## src/rtl/hdc_pkg.sv

```systemverilog
package hdc_pkg;
  // incoming message codes
  localparam logic [2:0] MI_SH_REQ  = 3'd0;
  localparam logic [2:0] MI_EX_REQ  = 3'd1;
  localparam logic [2:0] MI_WB_RSP  = 3'd2;
  localparam logic [2:0] MI_INV_ACK = 3'd3;
  localparam logic [2:0] MI_FL_RSP  = 3'd4;
  // outgoing message codes
  localparam logic [2:0] MO_SH_GNT  = 3'd0;
  localparam logic [2:0] MO_EX_GNT  = 3'd1;
  localparam logic [2:0] MO_WB_CMD  = 3'd2;
  localparam logic [2:0] MO_INV_CMD = 3'd3;
  localparam logic [2:0] MO_FL_CMD  = 3'd4;

  typedef enum logic [1:0] {
    DS_SHARED    = 2'd0,  // sharers in vector, memory valid
    DS_OWNED     = 2'd1,  // one modified owner
    DS_WAIT_INV  = 2'd2,  // vector holds acks still pending
    DS_WAIT_DATA = 2'd3   // owner must return data
  } dstate_e;

  typedef enum logic [1:0] {
    SQ_IDLE = 2'd0,
    SQ_READ = 2'd1,
    SQ_SEND = 2'd2
  } seq_e;
endpackage

```

## src/rtl/hdc_dir.sv

```systemverilog
module hdc_dir
  import hdc_pkg::*;
#(
  parameter int NSITE  = 4,
  parameter int ADDR_W = 4,
  parameter int SW     = 2,
  parameter int NBLK   = 16
) (
  input  logic              clk,
  input  logic              rst_n,
  // port A: decode
  input  logic [ADDR_W-1:0] ra_a,
  output dstate_e           ra_st,
  output logic [NSITE-1:0]  ra_vec,
  output logic [SW-1:0]     ra_own,
  output logic [SW-1:0]     ra_req,
  // port B: output-side view
  input  logic [ADDR_W-1:0] rb_a,
  output dstate_e           rb_st,
  output logic [NSITE-1:0]  rb_vec,
  output logic [SW-1:0]     rb_own,
  // write
  input  logic              we,
  input  logic [ADDR_W-1:0] wa,
  input  dstate_e           w_st,
  input  logic [NSITE-1:0]  w_vec,
  input  logic [SW-1:0]     w_own,
  input  logic [SW-1:0]     w_req,
  output logic [NBLK-1:0]   busy
);
  dstate_e          st_q  [NBLK];
  logic [NSITE-1:0] vec_q [NBLK];
  logic [SW-1:0]    own_q [NBLK];
  logic [SW-1:0]    req_q [NBLK];

  always_ff @(posedge clk) begin
    for (int b = 0; b < NBLK; b++) begin
      if (!rst_n) begin
        st_q[b]  <= DS_SHARED;
        vec_q[b] <= '0;
        own_q[b] <= '0;
        req_q[b] <= '0;
      end else if (we && wa == ADDR_W'(b)) begin
        st_q[b]  <= w_st;
        vec_q[b] <= w_vec;
        own_q[b] <= w_own;
        req_q[b] <= w_req;
      end
    end
  end

  generate
    for (genvar g = 0; g < NBLK; g++) begin : g_busy
      assign busy[g] = (st_q[g] == DS_WAIT_INV) || (st_q[g] == DS_WAIT_DATA);
    end
  endgenerate

  assign ra_st  = st_q[ra_a];
  assign ra_vec = vec_q[ra_a];
  assign ra_own = own_q[ra_a];
  assign ra_req = req_q[ra_a];
  assign rb_st  = st_q[rb_a];
  assign rb_vec = vec_q[rb_a];
  assign rb_own = own_q[rb_a];

  // a settled entry in the owned state names exactly one site
  AST_OWNED_ONE_SITE: assert property (@(posedge clk) disable iff (!rst_n)
    (ra_st == DS_OWNED) |-> $onehot0(ra_vec) && ra_vec != '0) else $error("owned entry vector");
endmodule

```

## src/rtl/hdc_park.sv

```systemverilog
module hdc_park #(
  parameter int DEPTH  = 4,
  parameter int ADDR_W = 4,
  parameter int SW     = 2,
  parameter int NBLK   = 16
) (
  input  logic              clk,
  input  logic              rst_n,
  input  logic              push,
  input  logic              push_ex,
  input  logic [SW-1:0]     push_src,
  input  logic [ADDR_W-1:0] push_addr,
  input  logic              pop,
  input  logic [NBLK-1:0]   busy,
  output logic              pick_valid,
  output logic              pick_ex,
  output logic [SW-1:0]     pick_src,
  output logic [ADDR_W-1:0] pick_addr,
  output logic              full
);
  localparam int IW = (DEPTH > 1) ? $clog2(DEPTH) : 1;
  localparam int CW = $clog2(DEPTH + 1);

  logic [DEPTH-1:0] vld_q;
  logic             ex_q   [DEPTH];
  logic [SW-1:0]    src_q  [DEPTH];
  logic [ADDR_W-1:0] addr_q[DEPTH];
  logic [IW-1:0]    sel;
  logic [CW-1:0]    cnt;

  // oldest held entry whose block has settled (entries are kept packed low)
  always_comb begin
    pick_valid = 1'b0;
    sel        = '0;
    for (int i = DEPTH - 1; i >= 0; i--) begin
      if (vld_q[i] && !busy[addr_q[i]]) begin
        pick_valid = 1'b1;
        sel        = IW'(i);
      end
    end
  end

  assign cnt       = CW'($countones(vld_q));
  assign full      = vld_q[DEPTH-1];
  assign pick_ex   = ex_q[sel];
  assign pick_src  = src_q[sel];
  assign pick_addr = addr_q[sel];

  always_ff @(posedge clk) begin
    if (!rst_n) begin
      vld_q <= '0;
      for (int i = 0; i < DEPTH; i++) begin
        ex_q[i]   <= 1'b0;
        src_q[i]  <= '0;
        addr_q[i] <= '0;
      end
    end else if (pop) begin
      for (int i = 0; i < DEPTH - 1; i++) begin
        if (i >= int'(sel)) begin
          vld_q[i]  <= vld_q[i+1];
          ex_q[i]   <= ex_q[i+1];
          src_q[i]  <= src_q[i+1];
          addr_q[i] <= addr_q[i+1];
        end
      end
      vld_q[DEPTH-1] <= 1'b0;
    end else if (push) begin
      for (int i = 0; i < DEPTH; i++) begin
        if (i == int'(cnt)) begin
          vld_q[i]  <= 1'b1;
          ex_q[i]   <= push_ex;
          src_q[i]  <= push_src;
          addr_q[i] <= push_addr;
        end
      end
    end
  end

  AST_PARK_NO_OVERFLOW: assert property (@(posedge clk) disable iff (!rst_n)
    push |-> !full) else $error("park overflow");
  AST_PARK_ONE_OP: assert property (@(posedge clk) disable iff (!rst_n)
    !(push && pop)) else $error("park push and pop together");
  AST_PARK_POP_VALID: assert property (@(posedge clk) disable iff (!rst_n)
    pop |-> pick_valid) else $error("pop without pick");
endmodule

```

## src/rtl/home_dir_ctrl.sv

```systemverilog
module home_dir_ctrl
  import hdc_pkg::*;
#(
  parameter int NSITE      = 4,
  parameter int ADDR_W     = 4,
  parameter int DATA_W     = 16,
  parameter int PARK_DEPTH = 4,
  parameter int HOME_ID    = 0,
  localparam int SW        = (NSITE > 1) ? $clog2(NSITE) : 1,
  localparam int NBLK      = 1 << ADDR_W
) (
  input  logic              clk,
  input  logic              rst_n,
  input  logic              in_valid,
  output logic              in_ready,
  input  logic [2:0]        in_type,
  input  logic [SW-1:0]     in_src,
  input  logic [ADDR_W-1:0] in_addr,
  input  logic [DATA_W-1:0] in_data,
  output logic              out_valid,
  input  logic              out_ready,
  output logic [2:0]        out_type,
  output logic [SW-1:0]     out_src,
  output logic [SW-1:0]     out_dst,
  output logic [ADDR_W-1:0] out_addr,
  output logic [DATA_W-1:0] out_data,
  output logic              mem_rd_en,
  output logic              mem_wr_en,
  output logic [ADDR_W-1:0] mem_addr,
  output logic [DATA_W-1:0] mem_wdata,
  input  logic [DATA_W-1:0] mem_rdata
);
  // ---------------- helper arithmetic ----------------
  function automatic logic [NSITE-1:0] site_bit(input logic [SW-1:0] id);
    return NSITE'(1) << id;
  endfunction

  function automatic logic [NSITE-1:0] lowest_one(input logic [NSITE-1:0] v);
    return v & (~v + NSITE'(1));
  endfunction

  function automatic logic [SW-1:0] oh_index(input logic [NSITE-1:0] oh);
    logic [SW-1:0] r;
    r = '0;
    for (int i = 0; i < NSITE; i++) if (oh[i]) r = SW'(i);
    return r;
  endfunction

  // ---------------- state ----------------
  seq_e              seq_q;
  logic              o_valid_q;
  logic [2:0]        o_type_q;
  logic [SW-1:0]     o_dst_q;
  logic [ADDR_W-1:0] o_addr_q;
  logic [DATA_W-1:0] o_data_q;
  logic [NSITE-1:0]  inv_left_q;

  // directory views
  dstate_e          ra_st, rb_st, w_st;
  logic [NSITE-1:0] ra_vec, rb_vec, w_vec;
  logic [SW-1:0]    ra_own, ra_req, rb_own, w_own, w_req;
  logic [NBLK-1:0]  blk_busy;
  logic             dir_we;

  // park views
  logic              pk_valid, pk_ex, pk_full;
  logic [SW-1:0]     pk_src;
  logic [ADDR_W-1:0] pk_addr;

  // named internal events
  logic              seq_idle;
  logic              use_park;
  logic              in_is_req;
  logic              in_defer;
  logic              in_accept;
  logic              park_push;
  logic              act;
  logic [2:0]        cur_type;
  logic [SW-1:0]     cur_src;
  logic [ADDR_W-1:0] cur_addr;

  assign seq_idle  = (seq_q == SQ_IDLE);
  assign use_park  = seq_idle && pk_valid;
  assign in_is_req = (in_type == MI_SH_REQ) || (in_type == MI_EX_REQ);
  assign in_defer  = in_is_req && blk_busy[in_addr];
  assign in_ready  = seq_idle && !pk_valid && !(in_defer && pk_full);
  assign in_accept = in_valid && in_ready;
  assign park_push = in_accept && in_defer;
  assign act       = use_park || (in_accept && !in_defer);

  assign cur_type = use_park ? (pk_ex ? MI_EX_REQ : MI_SH_REQ) : in_type;
  assign cur_src  = use_park ? pk_src : in_src;
  assign cur_addr = use_park ? pk_addr : in_addr;

  // ---------------- decode ----------------
  logic              d_we, d_rd, d_wr, d_ld;
  logic [2:0]        n_type;
  logic [SW-1:0]     n_dst;
  logic [NSITE-1:0]  n_inv;
  logic [NSITE-1:0]  req_bit, others, first_inv, acks_left;

  always_comb begin
    d_we   = 1'b0;
    d_rd   = 1'b0;
    d_wr   = 1'b0;
    d_ld   = 1'b0;
    w_st   = ra_st;
    w_vec  = ra_vec;
    w_own  = ra_own;
    w_req  = ra_req;
    n_type = MO_SH_GNT;
    n_dst  = cur_src;
    n_inv  = '0;
    req_bit   = site_bit(cur_src);
    others    = ra_vec & ~req_bit;
    first_inv = lowest_one(others);
    acks_left = ra_vec & ~req_bit;
    case (cur_type)
      MI_SH_REQ: begin
        if (ra_st == DS_OWNED) begin
          d_we = 1'b1; w_st = DS_WAIT_DATA; w_req = cur_src;
          d_ld = 1'b1; n_type = MO_WB_CMD; n_dst = ra_own;
        end else begin
          d_we = 1'b1; w_vec = ra_vec | req_bit;
          d_rd = 1'b1; n_type = MO_SH_GNT;
        end
      end
      MI_EX_REQ: begin
        if (ra_st == DS_OWNED) begin
          d_we = 1'b1; w_st = DS_WAIT_DATA; w_req = cur_src;
          d_ld = 1'b1; n_type = MO_FL_CMD; n_dst = ra_own;
        end else if (others == '0) begin
          d_we = 1'b1; w_st = DS_OWNED; w_own = cur_src; w_vec = req_bit;
          d_rd = 1'b1; n_type = MO_EX_GNT;
        end else begin
          d_we = 1'b1; w_st = DS_WAIT_INV; w_vec = others; w_req = cur_src;
          d_ld = 1'b1; n_type = MO_INV_CMD; n_dst = oh_index(first_inv);
          n_inv = others & ~first_inv;
        end
      end
      MI_WB_RSP: begin
        if (ra_st == DS_WAIT_DATA && ra_own == cur_src) begin
          d_we = 1'b1; w_st = DS_SHARED;
          w_vec = site_bit(ra_own) | site_bit(ra_req);
          d_wr = 1'b1; d_ld = 1'b1; n_type = MO_SH_GNT; n_dst = ra_req;
        end
      end
      MI_FL_RSP: begin
        if (ra_st == DS_WAIT_DATA && ra_own == cur_src) begin
          d_we = 1'b1; w_st = DS_OWNED; w_own = ra_req; w_vec = site_bit(ra_req);
          d_wr = 1'b1; d_ld = 1'b1; n_type = MO_EX_GNT; n_dst = ra_req;
        end
      end
      MI_INV_ACK: begin
        if (ra_st == DS_WAIT_INV && ra_vec[cur_src]) begin
          d_we = 1'b1;
          if (acks_left == '0) begin
            w_st = DS_OWNED; w_own = ra_req; w_vec = site_bit(ra_req);
            d_rd = 1'b1; n_type = MO_EX_GNT; n_dst = ra_req;
          end else begin
            w_vec = acks_left;
          end
        end
      end
      default: ;
    endcase
  end

  assign dir_we    = act && d_we;
  assign mem_rd_en = act && d_rd;
  assign mem_wr_en = act && d_wr;
  assign mem_addr  = cur_addr;
  assign mem_wdata = in_data;

  // ---------------- sequencer ----------------
  logic [NSITE-1:0] next_inv;
  assign next_inv = lowest_one(inv_left_q);

  always_ff @(posedge clk) begin
    if (!rst_n) begin
      seq_q      <= SQ_IDLE;
      o_valid_q  <= 1'b0;
      o_type_q   <= '0;
      o_dst_q    <= '0;
      o_addr_q   <= '0;
      o_data_q   <= '0;
      inv_left_q <= '0;
    end else begin
      case (seq_q)
        SQ_IDLE: if (act && (d_rd || d_ld)) begin
          o_type_q   <= n_type;
          o_dst_q    <= n_dst;
          o_addr_q   <= cur_addr;
          o_data_q   <= in_data;
          inv_left_q <= n_inv;
          if (d_rd) begin
            seq_q <= SQ_READ;
          end else begin
            o_valid_q <= 1'b1;
            seq_q     <= SQ_SEND;
          end
        end
        SQ_READ: begin
          o_data_q  <= mem_rdata;
          o_valid_q <= 1'b1;
          seq_q     <= SQ_SEND;
        end
        SQ_SEND: if (out_ready) begin
          if (inv_left_q != '0) begin
            o_dst_q    <= oh_index(next_inv);
            inv_left_q <= inv_left_q & ~next_inv;
          end else begin
            o_valid_q <= 1'b0;
            seq_q     <= SQ_IDLE;
          end
        end
        default: seq_q <= SQ_IDLE;
      endcase
    end
  end

  assign out_valid = o_valid_q;
  assign out_type  = o_type_q;
  assign out_src   = SW'(HOME_ID);
  assign out_dst   = o_dst_q;
  assign out_addr  = o_addr_q;
  assign out_data  = o_data_q;

  // ---------------- submodules ----------------
  hdc_dir #(.NSITE(NSITE), .ADDR_W(ADDR_W), .SW(SW), .NBLK(NBLK)) u_dir (
    .clk(clk), .rst_n(rst_n),
    .ra_a(cur_addr), .ra_st(ra_st), .ra_vec(ra_vec), .ra_own(ra_own), .ra_req(ra_req),
    .rb_a(o_addr_q), .rb_st(rb_st), .rb_vec(rb_vec), .rb_own(rb_own),
    .we(dir_we), .wa(cur_addr), .w_st(w_st), .w_vec(w_vec), .w_own(w_own), .w_req(w_req),
    .busy(blk_busy)
  );

  hdc_park #(.DEPTH(PARK_DEPTH), .ADDR_W(ADDR_W), .SW(SW), .NBLK(NBLK)) u_park (
    .clk(clk), .rst_n(rst_n),
    .push(park_push), .push_ex(in_type == MI_EX_REQ), .push_src(in_src), .push_addr(in_addr),
    .pop(use_park), .busy(blk_busy),
    .pick_valid(pk_valid), .pick_ex(pk_ex), .pick_src(pk_src), .pick_addr(pk_addr),
    .full(pk_full)
  );

  // ---------------- assertions ----------------
  AST_OUT_HELD: assert property (@(posedge clk) disable iff (!rst_n)
    out_valid && !out_ready |=> out_valid && $stable(out_type) && $stable(out_dst) && $stable(out_data)) else $error("output changed under stall");
  AST_INV_TO_PENDING: assert property (@(posedge clk) disable iff (!rst_n)
    out_valid && out_type == MO_INV_CMD |-> rb_st == DS_WAIT_INV && rb_vec[out_dst]) else $error("invalidate to non-pending site");
  AST_EXGNT_OWNER: assert property (@(posedge clk) disable iff (!rst_n)
    out_valid && out_type == MO_EX_GNT |-> rb_st == DS_OWNED && rb_own == out_dst) else $error("exclusive grant to non-owner");
  AST_GRANT_SETTLED: assert property (@(posedge clk) disable iff (!rst_n)
    out_valid && out_type == MO_SH_GNT |-> rb_st == DS_SHARED && rb_vec[out_dst]) else $error("shared grant on unsettled entry");
  AST_WRITE_FROM_OWNER: assert property (@(posedge clk) disable iff (!rst_n)
    mem_wr_en |-> ra_st == DS_WAIT_DATA && ra_own == cur_src) else $error("memory write without recall");
  AST_REPLAY_FIRST: assert property (@(posedge clk) disable iff (!rst_n)
    use_park |-> !in_ready) else $error("input taken over held request");
endmodule

```

## config.mk

```make
export PLATFORM = sky130hd
export DESIGN_NAME = home_dir_ctrl
export DESIGN_NICKNAME = d
export VERILOG_FILES = /design/src/rtl/hdc_pkg.sv /design/src/rtl/hdc_dir.sv /design/src/rtl/hdc_park.sv /design/src/rtl/home_dir_ctrl.sv
export SDC_FILE = /design/constraint.sdc
export NUM_CORES = 1
export LEC_CHECK = 0
export CAP_MARGIN = 20
export CORE_ASPECT_RATIO = 0.8
export CORE_UTILIZATION = 33
export DETAILED_ROUTE_END_ITERATION = 7
export GPL_TIMING_DRIVEN = 1
export PLACE_DENSITY = 0.57
export SLEW_MARGIN = 20
export SYNTH_ARGS = -nofsm -noshare
export SYNTH_HDL_FRONTEND = slang
export SYNTH_SLANG_ARGS = --single-unit
```

## constraint.sdc

```tcl
create_clock -name clk -period 8.5 [get_ports clk]
set_input_delay 1.7 -clock clk [delete_from_list [all_inputs] [get_ports clk]]
set_output_delay 1.7 -clock clk [all_outputs]
set_load 0.005 [all_outputs]
```

Word level (Yosys, flattened, before mapping)
Memory sizes are Yosys's and may differ from the RTL's.
Index checks and enable logic that the tools add are counted.
W data, S select, Z words.

storage, ports and cells
  register bits after elaboration = 36
  memory bits (writable) = 188
  input bits = 45
  output and inout port bits = 51
  memories kept = 7

memory list
  name           words  width  rd ports  clocked after memory_dff  wr ports  RTL line        RTL
  u_dir.vec_q    16     4      1         0                         16        hdc_dir.sv:32   logic [NSITE-1:0] vec_q [NBLK];
  u_dir.own_q    16     2      1         0                         16        hdc_dir.sv:33   logic [SW-1:0] own_q [NBLK];
  u_dir.req_q    16     2      1         0                         16        hdc_dir.sv:34   logic [SW-1:0] req_q [NBLK];
  u_dir.st_q     16     2      17        0                         16        hdc_dir.sv:31   dstate_e st_q [NBLK];
  u_park.addr_q  4      4      5         0                         4         hdc_park.sv:27  logic [ADDR_W-1:0] addr_q[DEPTH];
  u_park.src_q   4      2      4         0                         4         hdc_park.sv:26  logic [SW-1:0] src_q [DEPTH];
  +1 memories    n/a    n/a    n/a       n/a                       n/a       n/a

cells by class
  $add $sub $neg = 5
  order comparisons = 9
  eq/ne operators = 69
  shift-type cells = 3
  multiplexer cells = 279
  bitwise gates (word level) = 98
  reductions and logical operators = 86

operators by type and width
  operator               number
  $mux W2                93
  $mux W4                37
  $mux W1                124
  $or A1 B1 Y1           85
  $eq A2 B2 Y1 const B   35
  $logic_and A1 B1 Y1    34
  $eq A4 B4 Y1 const B   8
  $pmux W16 S2           1
  $lt A4 B5 Y1 const B   5
  $and A4 B4 Y4          5
  $bmux W1 S4            5
  $not A4 Y4             5
  $pmux W4 S5            1
  $logic_or A1 B1 Y1     19
  $eq A4 B3 Y1 const B   4
  $mux W16               1
  $mux W3                4
  $pmux W1 S3            4
  $pmux W2 S3            2
  $pmux W3 S4            1
  $reduce_and A3 Y1      4
  $reduce_bool A2 Y1     6
  $shl A1 B2 Y4 const A  3
  $pmux W2 S5            1
  33 further kinds       62

Depth between registers and ports, before layout
An unclocked memory read counts as a cell.

  depth after elaboration = 27
  depth in mapped cells = 24
  depth with buffers taken out = 16

Hierarchy
A second synthesis with hierarchy kept.

unflattened totals
  cells, all modules = 1153
  area, all modules = 13412.9 um^2

by module, submodules not included
  module         instances  cells an instance  area an instance (um^2)  sequential area each (um^2)
  hdc_dir        1          549                8270.4                   4804.6
  home_dir_ctrl  1          386                2800.2                   620.6
  hdc_park       1          218                2342.2                   910.9

Least setup slack after synthesis
No wires, ideal clock.

  path type = register -> output
  start = memory u_park.addr_q[1][0]
  end = output mem_rd_en
  data arrival time = 4.279 ns
  required time = 6.800 ns
  path slack = 2.521 ns
  cell stages (with the launch flop) = 21
  cell sequence = edfxtp_1 > buf_4 > mux4_2 > mux2_2 > a221o_1 > nand3_2 > o21bai_4 > o211ai_2 > inv_2 > buf_4 > buf_6 > buf_6 > mux2i_1 > a221oi_1 > or4_4 > nor3_2 > a32oi_1 > buf_2 > a21oi_1 > a21boi_0 > nor2_1

RTL lines
  item                RTL line             RTL
  start: declaration  hdc_park.sv:27
  end: declaration    home_dir_ctrl.sv:27  output logic mem_rd_en,

==> summary.md <==
| Metric | Value |
|---|---|
| DR iter-0 viols | `about 1.4k` |
| Post-DP HPWL | `36.0 mm` |
| Worst setup EP type | `primary output` |
| Largest net degree at the start of global routing | `47` |
| GPL Wtd Cong | `0.939` |
| Startpoint types | `flip-flop` |
| Mux contribution to synthesized area | `7.21%` |
| Die ar. | `0.0411 mm^2` |
| Post-synth cell types | `103` |
| Fraction of layout cells with a size suffix above 1 | `13.0%` |
| Met1 usage | `36.0%` |
| Mapped Cells | `1314` |
| Reg2reg start | `u_park.addr_q[3][0]` |
| CTS buffer count | `25` |
| Final net count | `1435` |
| # rows | `65` |
| Post-Synth XOR/XNOR Area | `0.320%` |
| RSZ-0062 raised after global routing | `false` |
| MaxCap Viol Count | `0` |
| RR Endpoint | `u_dir.st_q[14][0]` |
| Hold WC Path Type | `flip-flop to flip-flop` |
| Tmin final | `just over 8 ns` |
| Worst-path fanout max | `27` |
| Post-CTS setup buffers | `0` |
| Min-delay src | `out_dst[1]` |
| IO buf count | `93` |
| Vias per cell | `6.11` |
| Largest cells by area after synthesis | `edfxtp_1 42%, dfxtp_1 5.4%, nand2_1 4.7%, a21oi_1 4.7%, nor2_1 4.0%` |
| Cell taking the most area after synthesis | `edfxtp_1` |
| Clock Tree Buf Depth | `3` |
| Met3 usage | `6.76%` |
| Adder-cell area share of the yosys netlist | `less than 1%` |
| CORE AREA | `0.0396 mm^2` |
| H-Tree Depth | `1` |
| CP max stage cell | `a2111oi_0` |
| Final setup TNS | `0 ns` |
| Relative max-transition margin | `31.0%` |
| Reg clk slew, reported paths | `0.07 ns` |
| Async SR Flop Fraction | `0%` |
| Die height | `approximately 180 um` |
| Vias in the first global route | `11.3k` |
| Final setup fails | `0` |
| Netlist Area Pre-Place | `roughly 0.013 mm^2` |
| Final hold vios | `0` |
| WS Path Type | `flip-flop to primary output` |
| Pre-Repair DR Iteration Count | `5` |
| N_diodes | `0` |
| Required @ worst endpoint | `6.80 ns` |
| Drt wl/cell | `around 26 um` |
| Hold WS | `0.471 ns` |
| Clk_skew | `0.0366 ns` |
| CTS Sinks | `223` |
| Reg2reg path depth | `18` |
| Post-synthesis sequential area ratio | `47.7%` |
| Number of synthesized flops with an enable pin | `187` |
| # IOs | `between 90 and 100` |
| Max-slew violation count | `0` |
| CTS tree | `built` |
| Slowest Stage Delay on Critical Path | `0.69 ns` |
| Total wire length | `between 50 and 60 mm` |
| Syn Area/Cell | `10.1 um^2` |
| Leak | `5.23 nW` |
| Crit-path cells | `mux4_2 -> mux2_2 -> a221o_1 -> nand3_2 -> o21bai_4 -> o211ai_4 -> inv_4 -> buf_4 -> mux2i_1 -> a221oi_1 -> a2111oi_0 -> buf_4 -> a211oi_1 -> and4_1 -> nand3_2 -> a21boi_0 -> nor2_1 -> clkdlybuf4s50_1` |
| Met2 GRT Util | `34.4%` |
| Area after DPL | `around 0.015 mm^2` |
| Routed Antenna Nets | `0` |
| Status | `finished clean` |
| Worst-Margin Slew | `~1.0 ns` |
| Synth Flop Type | `edfxtp_1` |
| Initial Util | `about a third` |
| Design Area, Final | `0.0155 mm^2` |
| Yosys reg bits | `223` |
| Simple-Gate Fraction of Synth Area | `16.2%` |
| Share of the synthesized area in the top cell type | `between 40% and 50%` |
| Period utilization | `97.4%` |
| Via Count | `11.9k` |
| GRT Util Overall | `24.4%` |
| Yosys warning total | `0` |
| Clk Latency, worst-skew pair | `0.58 ns` |
| Final routed DRC violation total | `0` |
| R2R Setup Slk | `1.19 ns` |
| Initial antenna violation count | `0` |
| Clk Tree Root Cell | `clkbuf_16` |
| Layer with the highest usage | `met1` |
| Pwr dens | `335 mW/mm^2` |
| End of the worst hold path | `out_dst[1]` |
| WP data arrival | `roughly 6.6 ns` |
| Fmax | `121 MHz` |
| Largest family of logic cells by synthesized area | `compound AO/OA/AOI/OAI gates` |
| Min-Delay Path Depth | `2` |
| Area growth, synth to finish | `16.7%` |
| First-pass GRT wire length | `75.0 mm` |
| VDD IR-drop max | `between 0.00015 and 0.0002 V` |
| Die Span X | `226 um` |
| Complex-gate fraction of the synthesized area | `a little under a quarter` |
| Total congestion overflow | `0` |
-- layer usage --
metal	vias to the layer above	routed length [um]
met5	-	99
li1	5190	-
met3	120	5580
met1	5875	22700
met2	676	21000
met4	2	1420
-- stage by stage --
stage	power, mW	cells	utilization [%]	setup slack [ns]
4_1_cts	5.13	1940	39.2	0.104
3_3_place_gp	4.12	1895	37.3	0.685
5_1_grt	5.40	1940	39.2	0.0208
2_1_floorplan	3.14	1315	-	2.52
6_report	5.19	1940	39.2	0.223
3_5_place_dp	4.11	1895	37.3	0.679
-- cells in the mapped netlist (11+ instances only) --
cell type / n
nor2_1: 142
inv_1: 23
nor3_1: 14
a31oi_1: 11
buf_4: 28
and3_1: 23
a22o_1: 14
mux2i_1: 53
o21ai_0: 53
dfxtp_1: 36
nand2_1: 166
mux4_2: 15
nand3_1: 31
buf_2: 30
clkbuf_1: 40
and2_1: 12
edfxtp_1: 187
a221oi_1: 25
a21oi_1: 124
a211oi_1: 29
a311oi_1: 13
-- cells by family (layout without fill, tap and decap cells) --
| group | Yosys count | in the layout |
|---|---|---|
| XOR/XNOR | 4 | 4 |
| buffers and inverters | 134 | 223 |
| multiplexers | 76 | 76 |
| AND/OR/NAND/NOR | 463 | 463 |
| flip-flops | 223 | 223 |
| AO/OA/AOI/OAI | 408 | 408 |
| adder cells (fa/ha/maj) | 5 | 5 |
| other | 1 | 2 |
-- cell usage in the layout (no fill, tap or decap), drive strengths merged, types with 5 or more instances in the layout --
cell,Yosys,layout
nand4,9,9
o21bai,5,5
o221a,8,8
o21ai,57,57
nand3,33,33
a21o,5,5
dfxtp,36,36
edfxtp,187,187
nor2,153,153
a221oi,27,27
clkdlybuf4s50,0,92
a21oi,127,127
nor4,7,7
nand2,167,167
nor3,15,15
clkbuf,40,32
and2,12,12
and3,23,23
mux4,15,15
clkinv,1,12
a32oi,5,5
a22o,14,14
o22ai,10,10
or3,5,5
mux2i,53,53
nand4b,5,5
inv,26,27
nand2b,10,10
o221ai,10,10
buf,67,59
a211oi,32,32
a311oi,17,17
a31oi,12,12
or4,6,6
a2bb2oi,8,8
mux2,8,8
a22oi,9,9
a2111oi,12,12
-- area by class of cell --
type                    instances  area (um^2)
repair buffers                151         1360
fillers                      3970        24100
well taps                     536          671
clock buffers                  32          652
clock inverters                13         77.6
flip-flops and latches        223         6340
inverters                      27          109
multi-input cells             958         6310
-- registers in the layout, summed over array words and instances, names as in the netlist, 8 cells and up --
| signal | count |
|---|---|
| u_park.src_q | 8 |
| u_park.addr_q | 16 |
| out_data | 16 |
| u_dir.own_q | 32 |
| u_dir.vec_q | 64 |
| u_dir.st_q | 32 |
| u_dir.req_q | 32 |
-- what timing repair did --
item / 4_1_cts / 5_1_grt
resized for setup: 0 / 3
hold buffers: 0 / 0
hold endpoints to repair: 0 / 0
endpoints found under the setup margin: 0 / 2
-- worst max path at each step --
| stage | end | slack, ns | start |
|---|---|---|---|
| 5_1_grt | mem_rd_en | 0.02 | u_park.addr_q[1][0] |
| 3_3_place_gp | mem_rd_en | 0.68 | in_addr[3] |
| 2_1_floorplan | mem_rd_en | 2.52 | u_park.addr_q[1][0] |
| 6_report | mem_rd_en | 0.22 | u_park.addr_q[1][0] |
| 3_5_place_dp | mem_rd_en | 0.68 | in_addr[3] |
| 4_1_cts | mem_rd_en | 0.10 | u_park.addr_q[1][0] |
-- worst max-delay path, delay by kind of cell (launching register included) --
kind | cells | cell delay [ns]
compound gates | 7 | 2.12
buf+inv | 4 | 1.42
flops | 1 | 0.59
mux | 3 | 1.16
simple gates | 4 | 0.70
-- power by group --
part | leakage (nW) | switching [mW] | total [mW] | internal [mW]
registers | 2.23 | 0.115 | 1.45 | 1.34
logic | 2.65 | 1.85 | 2.73 | 0.883
clock network | 0.360 | 0.466 | 1.01 | 0.544
total | 5.23 | 2.43 | 5.19 | 2.76
No activity file was read; power rests on OpenSTA's default activity.
